===== src/rtl/ft_fifo_pkg.sv =====
package ft_fifo_pkg;

    localparam int FT_DEPTH = 64;
    localparam int FT_WIDTH = 4;

    // one-clock actions decided by the control stage
    typedef struct packed {
        logic push;   // store data_in at the tail
        logic pop;    // retire the presented head word
        logic load;   // copy the head word into the output stage
    } ft_cmd_t;

    // registered handshake state
    typedef struct packed {
        logic ir;     // input ready flag
        logic orr;    // output ready flag
        logic used;   // a word was taken in this shift_in high period
        logic pres;   // the head word is sitting in the output stage
    } ft_flags_t;

    localparam ft_flags_t FT_FLAGS_RST = '{ir: 1'b1, orr: 1'b0, used: 1'b0, pres: 1'b0};

    // full after this clock, given the current state and the actions taken
    function automatic logic ft_full_next(input logic full, input logic nearly,
                                          input ft_cmd_t cmd);
        return (full & ~cmd.pop) | (nearly & cmd.push & ~cmd.pop);
    endfunction

endpackage


===== src/rtl/ft_strobe_edge.sv =====
module ft_strobe_edge (
    input  logic clk,
    input  logic rst_n,
    input  logic strobe,
    output logic fell
);
    logic strobe_q;

    always_ff @(posedge clk) begin
        if (!rst_n) strobe_q <= 1'b0;
        else        strobe_q <= strobe;
    end

    assign fell = strobe_q & ~strobe;
endmodule


===== src/rtl/ft_store.sv =====
module ft_store #(
    parameter int DEPTH = 64,
    parameter int WIDTH = 4
) (
    input  logic             clk,
    input  logic             rst_n,
    input  logic             push,
    input  logic             pop,
    input  logic [WIDTH-1:0] wdata,
    output logic [WIDTH-1:0] head,
    output logic             empty,
    output logic             full,
    output logic             nearly,
    output logic             multi
);
    localparam int AW = $clog2(DEPTH);
    localparam int PW = AW + 1;

    logic [WIDTH-1:0] mem [DEPTH];
    logic [PW-1:0]    wr_ptr, rd_ptr, fill;

    always_ff @(posedge clk) begin
        if (push) mem[wr_ptr[AW-1:0]] <= wdata;
    end

    always_ff @(posedge clk) begin
        if (!rst_n) begin
            wr_ptr <= '0;
            rd_ptr <= '0;
        end else begin
            if (push) wr_ptr <= wr_ptr + PW'(1);
            if (pop)  rd_ptr <= rd_ptr + PW'(1);
        end
    end

    assign fill   = wr_ptr - rd_ptr;
    assign head   = mem[rd_ptr[AW-1:0]];
    assign empty  = (fill == '0);
    assign full   = (fill == PW'(DEPTH));
    assign nearly = (fill == PW'(DEPTH - 1));
    assign multi  = (fill > PW'(1));
endmodule


===== src/rtl/ft_ctrl.sv =====
module ft_ctrl
    import ft_fifo_pkg::*;
#(
    parameter int WIDTH = 4
) (
    input  logic             clk,
    input  logic             rst_n,
    input  logic             si,
    input  logic             so,
    input  logic             so_fall,
    input  logic             empty,
    input  logic             full,
    input  logic             nearly,
    input  logic             multi,
    input  logic [WIDTH-1:0] head,
    output ft_cmd_t          cmd,
    output logic             in_rdy,
    output logic             out_rdy,
    output logic [WIDTH-1:0] data_out
);
    ft_flags_t        cur, nxt;
    logic [WIDTH-1:0] dout_q;
    logic             full_n;

    always_comb begin
        cmd.push = si & ~cur.used & ~full & cur.ir;
        cmd.pop  = so_fall & cur.pres;
        // the only stored word waits while its own shift_in period is still open
        cmd.load = ~cur.pres & (multi | (~empty & ~si));

        full_n   = ft_full_next(full, nearly, cmd);

        nxt.used = si & (cur.used | cmd.push);
        nxt.ir   = ~full_n & ~(si & nxt.used);
        nxt.pres = cmd.load | (cur.pres & ~cmd.pop);
        nxt.orr  = cmd.load | (nxt.pres & ~so);
    end

    always_ff @(posedge clk) begin
        if (!rst_n) begin
            cur    <= FT_FLAGS_RST;
            dout_q <= '0;
        end else begin
            cur <= nxt;
            if (cmd.load) dout_q <= head;
        end
    end

    assign in_rdy   = cur.ir;
    assign out_rdy  = cur.orr;
    assign data_out = dout_q;
endmodule


===== src/rtl/ft_fifo.sv =====
module ft_fifo
    import ft_fifo_pkg::*;
#(
    parameter int DEPTH = FT_DEPTH,
    parameter int WIDTH = FT_WIDTH
) (
    input  logic             clk,
    input  logic             rst_n,
    input  logic             shift_in,
    input  logic [WIDTH-1:0] data_in,
    output logic             in_rdy,
    input  logic             shift_out,
    output logic             out_rdy,
    output logic [WIDTH-1:0] data_out
);
    ft_cmd_t          cmd;
    logic             so_fall;
    logic             empty, full, nearly, multi;
    logic             push, pop;
    logic [WIDTH-1:0] head;

    ft_strobe_edge u_so_edge (
        .clk    (clk),
        .rst_n  (rst_n),
        .strobe (shift_out),
        .fell   (so_fall)
    );

    ft_store #(.DEPTH(DEPTH), .WIDTH(WIDTH)) u_store (
        .clk    (clk),
        .rst_n  (rst_n),
        .push   (push),
        .pop    (pop),
        .wdata  (data_in),
        .head   (head),
        .empty  (empty),
        .full   (full),
        .nearly (nearly),
        .multi  (multi)
    );

    ft_ctrl #(.WIDTH(WIDTH)) u_ctrl (
        .clk      (clk),
        .rst_n    (rst_n),
        .si       (shift_in),
        .so       (shift_out),
        .so_fall  (so_fall),
        .empty    (empty),
        .full     (full),
        .nearly   (nearly),
        .multi    (multi),
        .head     (head),
        .cmd      (cmd),
        .in_rdy   (in_rdy),
        .out_rdy  (out_rdy),
        .data_out (data_out)
    );

    assign push = cmd.push;
    assign pop  = cmd.pop;
endmodule


===== config.mk =====
export PLATFORM = sky130hd
export DESIGN_NAME = ft_fifo
export DESIGN_NICKNAME = d
export VERILOG_FILES = /design/src/rtl/ft_fifo_pkg.sv /design/src/rtl/ft_strobe_edge.sv /design/src/rtl/ft_store.sv /design/src/rtl/ft_ctrl.sv /design/src/rtl/ft_fifo.sv
export SDC_FILE = /design/constraint.sdc
export NUM_CORES = 1
export LEC_CHECK = 0
export BUFFER_PORTS_ARGS = -buffer_cell sky130_fd_sc_hd__buf_2
export CAP_MARGIN = 10
export CORE_MARGIN = 5
export CORE_UTILIZATION = 45
export DETAILED_ROUTE_END_ITERATION = 12
export SLEW_MARGIN = 30
export SYNTH_ARGS = -nofsm -noshare
export SYNTH_HDL_FRONTEND = slang
export SYNTH_SLANG_ARGS = --single-unit

===== constraint.sdc =====
create_clock -name clk -period 3.6 [get_ports clk]
set_input_delay 0 -clock clk [delete_from_list [all_inputs] [get_ports clk]]
set_output_delay 0 -clock clk [all_outputs]
set_load 0.02 [all_outputs]

# Yosys cells after proc, flatten, opt, wreduce, memory -nomap -nowiden

Memory sizes are Yosys's and may differ from the RTL's. A register that Yosys moved wholly into a read port is not among the register bits.
Cells that the tools add are included.

$add $sub $neg: 3
$lt $le $gt $ge: 1
Equality and inequality tests: 2
Multiplexer cells: 2
Bitwise operators: 29
Reductions and logical operators: 2

Operator list:

| cell                                               | number |
|---|---|
| AND 1 bit                                          | 15 |
| adder 7 x 1 -> 7 bit, second input constant        | 2 |
| NOT 1 bit                                          | 9 |
| == test 7 x 6 -> 1 bit, second input constant      | 1 |
| == test 7 bit, second input constant               | 1 |
| > comparator 7 x 1 -> 1 bit, second input constant | 1 |
| zero test 7 bit                                    | 1 |
| subtractor 7 bit                                   | 1 |
| OR 1 bit                                           | 5 |
| 2-to-1 mux 1 bit                                   | 2 |
| zero test 1 bit                                    | 1 |

Flip-flop bits (word level): 19
RAM bits: 256
Input port bits: 8
Output and inout bits: 6
Logic and storage cells: 47
Memories: 1

Memories:

| name        | words | width | read ports | clocked after Yosys merged registers in | wr ports | line           | RTL |
|---|---|---|---|---|---|---|---|
| u_store.mem | 64    | 4     | 1          | 1                                       | 1        | ft_store.sv:19 | `logic [WIDTH-1:0] mem [DEPTH];` |

# Logic depth before layout (Yosys ltp)

Gate-level depths: netlist of the first run.

Word-level depth: 10
Mapped depth: 12
Mapped depth without buffers: 11

# Modules after synthesis

A second synthesis of the first run with hierarchy kept.

Cells, all modules: 672
Area total of the unflattened synthesis: 11728.7 um^2

Modules (own cells, without submodules):

| module         | instances | cells each | area each (um^2) | sequential area each (um^2) |
|---|---|---|---|---|
| ft_store       | 1         | 633        | 11354.6          | 8087.8 |
| ft_ctrl        | 1         | 36         | 337.8            | 160.2 |
| ft_strobe_edge | 1         | 3          | 36.3             | 20.0 |

# Worst setup path after synthesis of the first run

Ideal clock, no wire load.

Path kind: flip-flop to flip-flop
Start point: register u_store.rd_ptr[2]
End point: memory u_store.mem[61][0], enable pin
Setup time: 330 ps
Arrival: 2845 ps
Required time: 3270 ps
Slack: 425 ps
Cell stages (with the launch flop): 12
Buffers on the path: 2
Clock period less this slack: 3175 ps
Path through: dfxtp_1 > clkbuf_1 > clkinv_1 > ha_1 > a211oi_2 > o21bai_1 > a21oi_1 > xnor2_2 > o21a_1 > buf_4 > nand3_2 > nor2_1

Word-level cells in the longest chain between the ends: 7

Ends and longest elaborated chain:

| item                                   | line           | RTL |
|---|---|---|
| start: declaration                     | ft_store.sv:20 | `logic [PW-1:0] wr_ptr, rd_ptr, fill;` |
| start signal: assignment               | ft_store.sv:32 | `if (pop) rd_ptr <= rd_ptr + PW'(1);` |
| subtractor 7 bit                       | ft_store.sv:36 | `assign fill = wr_ptr - rd_ptr;` |
| == test 7 bit                          | ft_store.sv:39 | `assign full = (fill == PW'(DEPTH));` |
| NOT 1 bit                              | ft_ctrl.sv:26  | `cmd.push = si & ~cur.used & ~full & cur.ir;` |
| AND 1 bit (2 in series)                | ft_ctrl.sv:26  |  |
| 2-to-1 mux 1 bit                       | ft_store.sv:23 | `if (push) mem[wr_ptr[AW-1:0]] <= wdata;` |
| 2-to-1 mux 1 bit (implied by the code) | ft_store.sv:23 |  |
| end: declaration                       | ft_store.sv:19 |  |

Every way passes these cells.

# Worst setup path after layout of the first run

Start point: register u_store.rd_ptr[5]
End point: register u_store.wr_ptr[5]

Word-level cells in the longest chain between the ends: 5

Ends and longest elaborated chain:

| item                    | line           | RTL |
|---|---|---|
| subtractor 7 bit        | ft_store.sv:36 |  |
| == test 7 bit           | ft_store.sv:39 |  |
| NOT 1 bit               | ft_ctrl.sv:26  |  |
| AND 1 bit (2 in series) | ft_ctrl.sv:26  |  |
| end signal: assignment  | ft_store.sv:31 | `if (push) wr_ptr <= wr_ptr + PW'(1);` |
| end: declaration        | ft_store.sv:20 |  |

Every way passes these cells.
A chain may end at the register's enable or synchronous reset.

==> flow_summary.ini, run 1 <==
[outcome]
outcome = finished, final reports clean

[setup_path]
cp-start-kind = flip-flop
crit_fanout = 10
crit_type = flip-flop to flip-flop
slowest_delay_ns = 0.56
cp-end-kind = flip-flop
reg2reg_to = u_store.wr_ptr[5]
r2r_start = u_store.rd_ptr[5]
r2r_slack_ns = 0.27
cp.required_ns = 4.02
crit_chain = inv_1 > ha_1 > nor3b_1 > a311o_1 > a311oi_4 > nand4bb_4 > o21ai_4 > nor2_1 > o21a_1
crit_arrival_ns = 3.76
reg2regPathDepth = 9
cp_slowest_cell = o21ai_4
critPathLaunch = u_store.rd_ptr[5]

[clock_tree]
htreeDepth = 1
insertion_delay_ns = 0.53
clock-sinks = 279
cts_root_buf = clkbuf_16
clkTransAtPathRegs_ns = 0.06
cts_buffers = 28
cts_setup_buffers = 0
cts_tree = yes
cts_buffer_depth = 3

[floorplan]
dieArea_sq_um = 28900
boundaryPins = 14
die_h_microns = 170
rows = 58
start_util_pct = 45.7
core_sq_um = 25200
die_x_microns = 170

[sta]
post-route-period-util_pct = 92.6
timing.fmax_mhz = 300
rsz0062_at_grt = false
slew_viol_final = 0
fin_skew_ns = 0.0134
hold_viol_final = 0
setup_viol = 0
worst_slack_ns = 0.266
worst_pin_slew_ns = 0.755
maxSlewHeadroom_pct = 49.7
setup_tns_ns = 0
fin_crit_ns = 3.33

[pwr]
p_leak_nw = 3.99
power_mw = 6.76
p_per_area_nw_per_um2 = 519
vdd_drop_max_v = 0.000320

[yosys]
synth_edf_count = 256
yosys.area.top_type = edfxtp_1
synth_flop_cell = edfxtp_1
syn_area_per_cell_sq_um = 17.1
synthArstFlopShare_pct = 0
ys_seq_elements = 279
seq_area_frac_synth_pct = 70.8
syn_nets = 691
synthTopCellsByArea = edfxtp_1 67%, mux4_2 12%, dfxtp_1 4.0%
synth_warnings = 0
yosys.area.top_type_share_pct = 66.8
syn_area_sq_um = 11500
synth_cell_types = 62
synth_cells = 674

[global_route]
grt_pass1_wl_mm = 40.2
grt_pass1_vias = 6464
gr-total-overflow = 0
grtUsageTotal_pct = 18.4
grt_max_degree = 72
antenna_found_initial = 0

[drt]
vias = 6185
ant_nets = 0
drt_wl_total_mm = 26.2
wl_per_cell_microns = 24.7
dr.pass1.iters = 5
via_per_inst = 5.83
drc = 0
first_iter_violations = 692

[placement]
port_buffers = 13
gp_congestion = 0.869
dpl.hpwl_mm = 16.8
dp_slack_ns = 0.0359

[layout]
fillers = 1998
drive_gt1_share_pct = 24.8
fin_nets = 727
area_growth_pct = 13.4
antennaDiodeCount = 0

[min_path]
worstHoldEndpoint = u_store.mem[19][1]
hold_path.class = input port to flip-flop
worstHoldPathCells = 1
min_from = data_in[1]

[run]
max-cap-violations = 0
-- how the worst max path moves through the flow --
stage	to	slack (ns)
CTS	u_store.mem[3][2]	0.04
finish	u_store.wr_ptr[5]	0.27
global placement	u_store.mem[19][3]	0.19
global route	u_store.mem[14][2]	0.002
floorplan	u_store.mem[61][0]	0.43
detailed placement	u_store.mem[3][3]	0.04
-- cell type report --
type	instances	area [sq um]	area share, %
Multi-Input combinational cell	353	3270	25.1
Inverter	10	37.5	0.288
Sequential cell	279	8150	62.5
Timing Repair Buffer	38	285	2.19
Clock buffer	39	773	5.93
Clock inverter	11	105	0.806
Tap cell	330	413	3.17
-- per-layer routing --
layer | global-route usage, % | share of wire [%]
met1 | 27.1 | 44
met2 | 29.2 | 48
met3 | 2.76 | 5.7
met4 | 4.73 | 2.2
met5 | 0 | 0
-- synth_stat cells, types with 8 or more instances --
cell	count
edfxtp_1	256
nor2_1	100
mux4_2	60
nand2_1	32
dfxtp_1	23
mux2i_1	18
clkbuf_1	12
nand3_1	11
a21oi_1	10
a22oi_1	10
ha_1	8
nor3_1	8
xnor2_1	8
-- through the flow --
step | cells | area [sq um] | util, % | hold WS [ns]
floorplan | 674 | 11500 | - | 0.0989
global placement | 1003 | 12000 | 47.5 | 0.228
detailed placement | 1003 | 12000 | 47.5 | 0.248
CTS | 1060 | 12900 | 51.3 | 0.0212
global route | 1060 | 13000 | 51.8 | 0.0318
finish | 1060 | 13000 | 51.8 | 0.0399
-- worst max-delay path: cells and delay by family (launching register included) --
kind / cells / cell delay (ns)
AOI/OAI and AO/OA: 4 / 1.45
and+or+nand+nor: 3 / 0.65
DFF: 1 / 0.49
adders and majority gates: 1 / 0.42
buffers and inverters: 1 / 0.21
-- sequential cells by signal, indices dropped and copies added, names as in the netlist --
register            cells
u_ctrl.out_rdy          1
u_ctrl.in_rdy           1
u_store.mem           256
u_store.rd_ptr          7
u_so_edge.strobe_q      1
u_store.wr_ptr          7
u_ctrl.data_out         4
u_ctrl.cur              2
-- cells by family (layout without fill, tap and decap cells) --
logic type | after synthesis | in the layout | synth area share, %
and+or+nand+nor | 192 | 192 | 7.93
muxes | 79 | 79 | 13.4
adders and majority gates | 9 | 9 | 1.04
DFF | 279 | 279 | 70.8
buffers and inverters | 42 | 98 | 1.74
xor gates and xnor gates | 12 | 12 | 0.979
AOI/OAI and AO/OA | 61 | 61 | 4.06
-- power breakdown --
part / switching [mW] / internal (mW) / total [mW]
combinational: 0.243 / 0.141 / 0.384
clock: 1.16 / 1.63 / 2.79
sequential: 0.0188 / 3.57 / 3.59
-- layout by cell type, fill, tap and decap left out, types with 4 or more instances in the layout --
master         synthesis  final
a21oi_1               10     10
nand3_4                0      5
clkinv_1               2      4
ha_1                   8      8
dfxtp_1               23     21
clkbuf_1              12      9
nand2_1               32     32
a22oi_1               10     10
nor2b_1                6      6
dlygate4sd3_1          0      7
a2111oi_0              4      4
nor3_1                 8      8
inv_1                  6      6
buf_4                  5     18
mux2i_1               18     18
xnor2_1                8      8
o21ai_0                7      7
nor2_2                 0     29
clkinv_2               0      6
nand3_1               11     11
nor2_1               100     71
nor3b_1                4      4
buf_2                  7     12
edfxtp_1             256    256
clkbuf_16              0     29
mux4_2                60     60
-- what timing repair did --
action | 4_1_cts | 5_1_grt
gates resized for setup | 0 | 36
hold endpoints to repair | 58 | 0
setup endpoints to repair | 0 | 224
hold buffers | 7 | 0
(Power assumes the default switching activity.)
==> inputs of run 2 (changes only) <==
- ABC_AREA: not set -> 1
==> run 2 against run 1 <==
Compared with the run above: worst setup slack gained 0.37 ns; total power grew 4.4%; clock skew shrank 0.0024 ns; core utilization shrank 0.71 points; global-route usage grew 1.0 points; die area grew 7.7%; critical path depth grew 4; wire length grew 14%; hold slack lost 0.034 ns; combinational power grew 34%; critical endpoint is now u_store.mem[62][2].
==> flow_summary.ini, run 2 <==
[clock_tree]
insertion_delay_ns = 0.55
cts_buffer_depth = 3
cts_tree = yes
clkTransAtPathRegs_ns = 0.06
cts_root_buf = clkbuf_16
cts_buffers = 29
ctsResizeCount = 0
clock-sinks = 279
htreeDepth = 1

[global_route]
grt_max_degree = 78
grt_pass1_vias = 8532
grtUsageTotal_pct = 19.4
antenna_found_initial = 0
gr-total-overflow = 0
grt_pass1_wl_mm = 47.3

[sta]
fin_skew_ns = 0.0110
hold_viol_final = 0
worst_pin_slew_ns = 0.807
timing.fmax_mhz = 337
setup_viol = 0
fin_crit_ns = 2.97
maxSlewHeadroom_pct = 46.2
slew_viol_final = 0
whs_ns = 0.00592
post-route-period-util_pct = 82.4
rsz0062_at_grt = false
setup_tns_ns = 0
worst_slack_ns = 0.633

[drt]
drc = 0
wl_per_cell_microns = 18.0
drt_wl_total_mm = 29.9
first_iter_violations = 633
via_per_inst = 5.12
dr.pass1.iters = 6
vias = 8491
ant_nets = 0

[yosys]
yosys.area.top_type_share_pct = 61.8
syn_nets = 1267
ys_seq_elements = 279
syn_area_sq_um = 12400
synthArstFlopShare_pct = 0
synth_cells = 1250
synth_common_cells = 354 x nand2_1, 256 x edfxtp_1, 173 x nor2_1, 147 x nand3_1, 103 x inv_1
syn_area_per_cell_sq_um = 9.95
synth.most_common_cell = nand2_1
yosys.area.top_type = edfxtp_1
synth_warnings = 0
synth_cell_types = 36
seq_area_frac_synth_pct = 65.5
synth_edf_count = 256
synthTopCellsByArea = edfxtp_1 62%, nand2_1 11%, nand3_1 5.9%
synth_flop_cell = edfxtp_1

[setup_path]
crit_arrival_ns = 3.18
reg2regPathDepth = 13
r2r_slack_ns = 0.63
crit_fanout = 10
cp-start-kind = flip-flop
cp-end-kind = flip-flop
cp.required_ns = 3.81
reg2reg_to = u_store.mem[62][2]
crit_type = flip-flop to flip-flop
r2r_start = u_store.wr_ptr[0]

[pwr]
p_leak_nw = 5.43
p_per_area_nw_per_um2 = 510
vdd_drop_max_v = 0.000365

[floorplan]
rows = 60
core_sq_um = 27100
start_util_pct = 45.9
boundaryPins = 14
die_x_microns = 176
dieArea_sq_um = 31100
die_h_microns = 176

[placement]
port_buffers = 13
dpl.hpwl_mm = 18.3
gp_congestion = 0.857
postPlaceCellArea_sq_um = 12900
dp_slack_ns = 0.648

[layout]
fin_nets = 1280
final_core_util_pct = 51.1
fillers = 2471
final_cell_mix = 354 x nand2_1, 256 x edfxtp_1, 173 x nor2_1
antennaDiodeCount = 0
largest_reg_flops = 256
final_common_cell = nand2_1
area_growth_pct = 11.2
stdcell_area_sq_um = 13800
drive_gt1_share_pct = 7.85

[min_path]
worstHoldEndpoint = u_store.mem[14][1]
worstHoldPathCells = 1
min_from = data_in[1]
hold_path.class = input port to flip-flop

[outcome]
outcome = finished, final reports clean

[run]
max-cap-violations = 0
==> run 2: worst max path at each step <==
stage / startpoint / to / slack [ns] / cells after the start
2_1_floorplan: u_store.rd_ptr[2] / u_store.mem[42][0] / 0.83 / 14
3_3_place_gp: u_store.wr_ptr[0] / u_store.mem[58][0] / 0.73 / 13
3_5_place_dp: u_store.wr_ptr[0] / u_store.mem[54][2] / 0.65 / 13
4_1_cts: u_store.wr_ptr[0] / u_store.mem[14][0] / 0.63 / 13
5_1_grt: u_store.wr_ptr[0] / u_store.mem[54][2] / 0.36 / 13
6_report: u_store.wr_ptr[0] / u_store.mem[62][2] / 0.63 / 13
==> run 2: stage by stage <==
step	power, mW	std cells
finish	7.06	1658
global route	7.32	1658
CTS	7.11	1658
detailed placement	4.18	1599
global placement	4.17	1599
floorplan	4.00	1250
==> run 2: cell type report <==
type                            instances  area (sq um)  area share, %
Inverter                              113           430           3.11
Multi-Input combinational cell        803          3590           26.0
Clock inverter                         21           198           1.43
Clock buffer                           33           741           5.35
Tap cell                              372           465           3.36
Sequential cell                       279          8150           58.9
Timing Repair Buffer                   37           260           1.88
==> run 2: repair_timing <==
item,CTS,global route
hold endpoints to repair,17,0
hold buffers,5,0
setup buffers,0,0
setup endpoints to repair,0,0
==> run 2: routing by layer <==
layer,share of wire [%],global-route usage [%]
met2,46,31.3
met5,0,0
met1,46,27.2
met3,5.8,3.40
met4,2.6,5.65
==> run 2: cell families (layout without fill, tap and decap cells) <==
group,count (synthesis),after routing,synth area share [%]
and+or+nand+nor,707,707,24.1
DFF,279,279,65.5
buffers and inverters,168,204,5.64
AOI/OAI and AO/OA,79,79,3.25
adders and majority gates,9,9,0.965
xor gates and xnor gates,8,8,0.563
==> run 2: critical path, stage by stage, from the launching register on <==
cell     delay (ns)
dfxtp_1        0.41
inv_1          0.17
ha_1           0.16
inv_1          0.07
fa_1           0.42
nand3_1        0.15
nand3_1        0.11
nand2_1        0.07
nand2_1        0.09
nand3_4        0.18
nand2_8        0.11
nor2_4         0.15
nand2_4        0.18
nor2_1         0.33
==> run 2: power by group <==
part	internal (mW)	leakage [nW]	switching, mW
logic	0.142	2.47	0.373
registers	3.57	2.49	0.0235
clock network	1.75	0.465	1.20
total	5.47	5.43	1.60
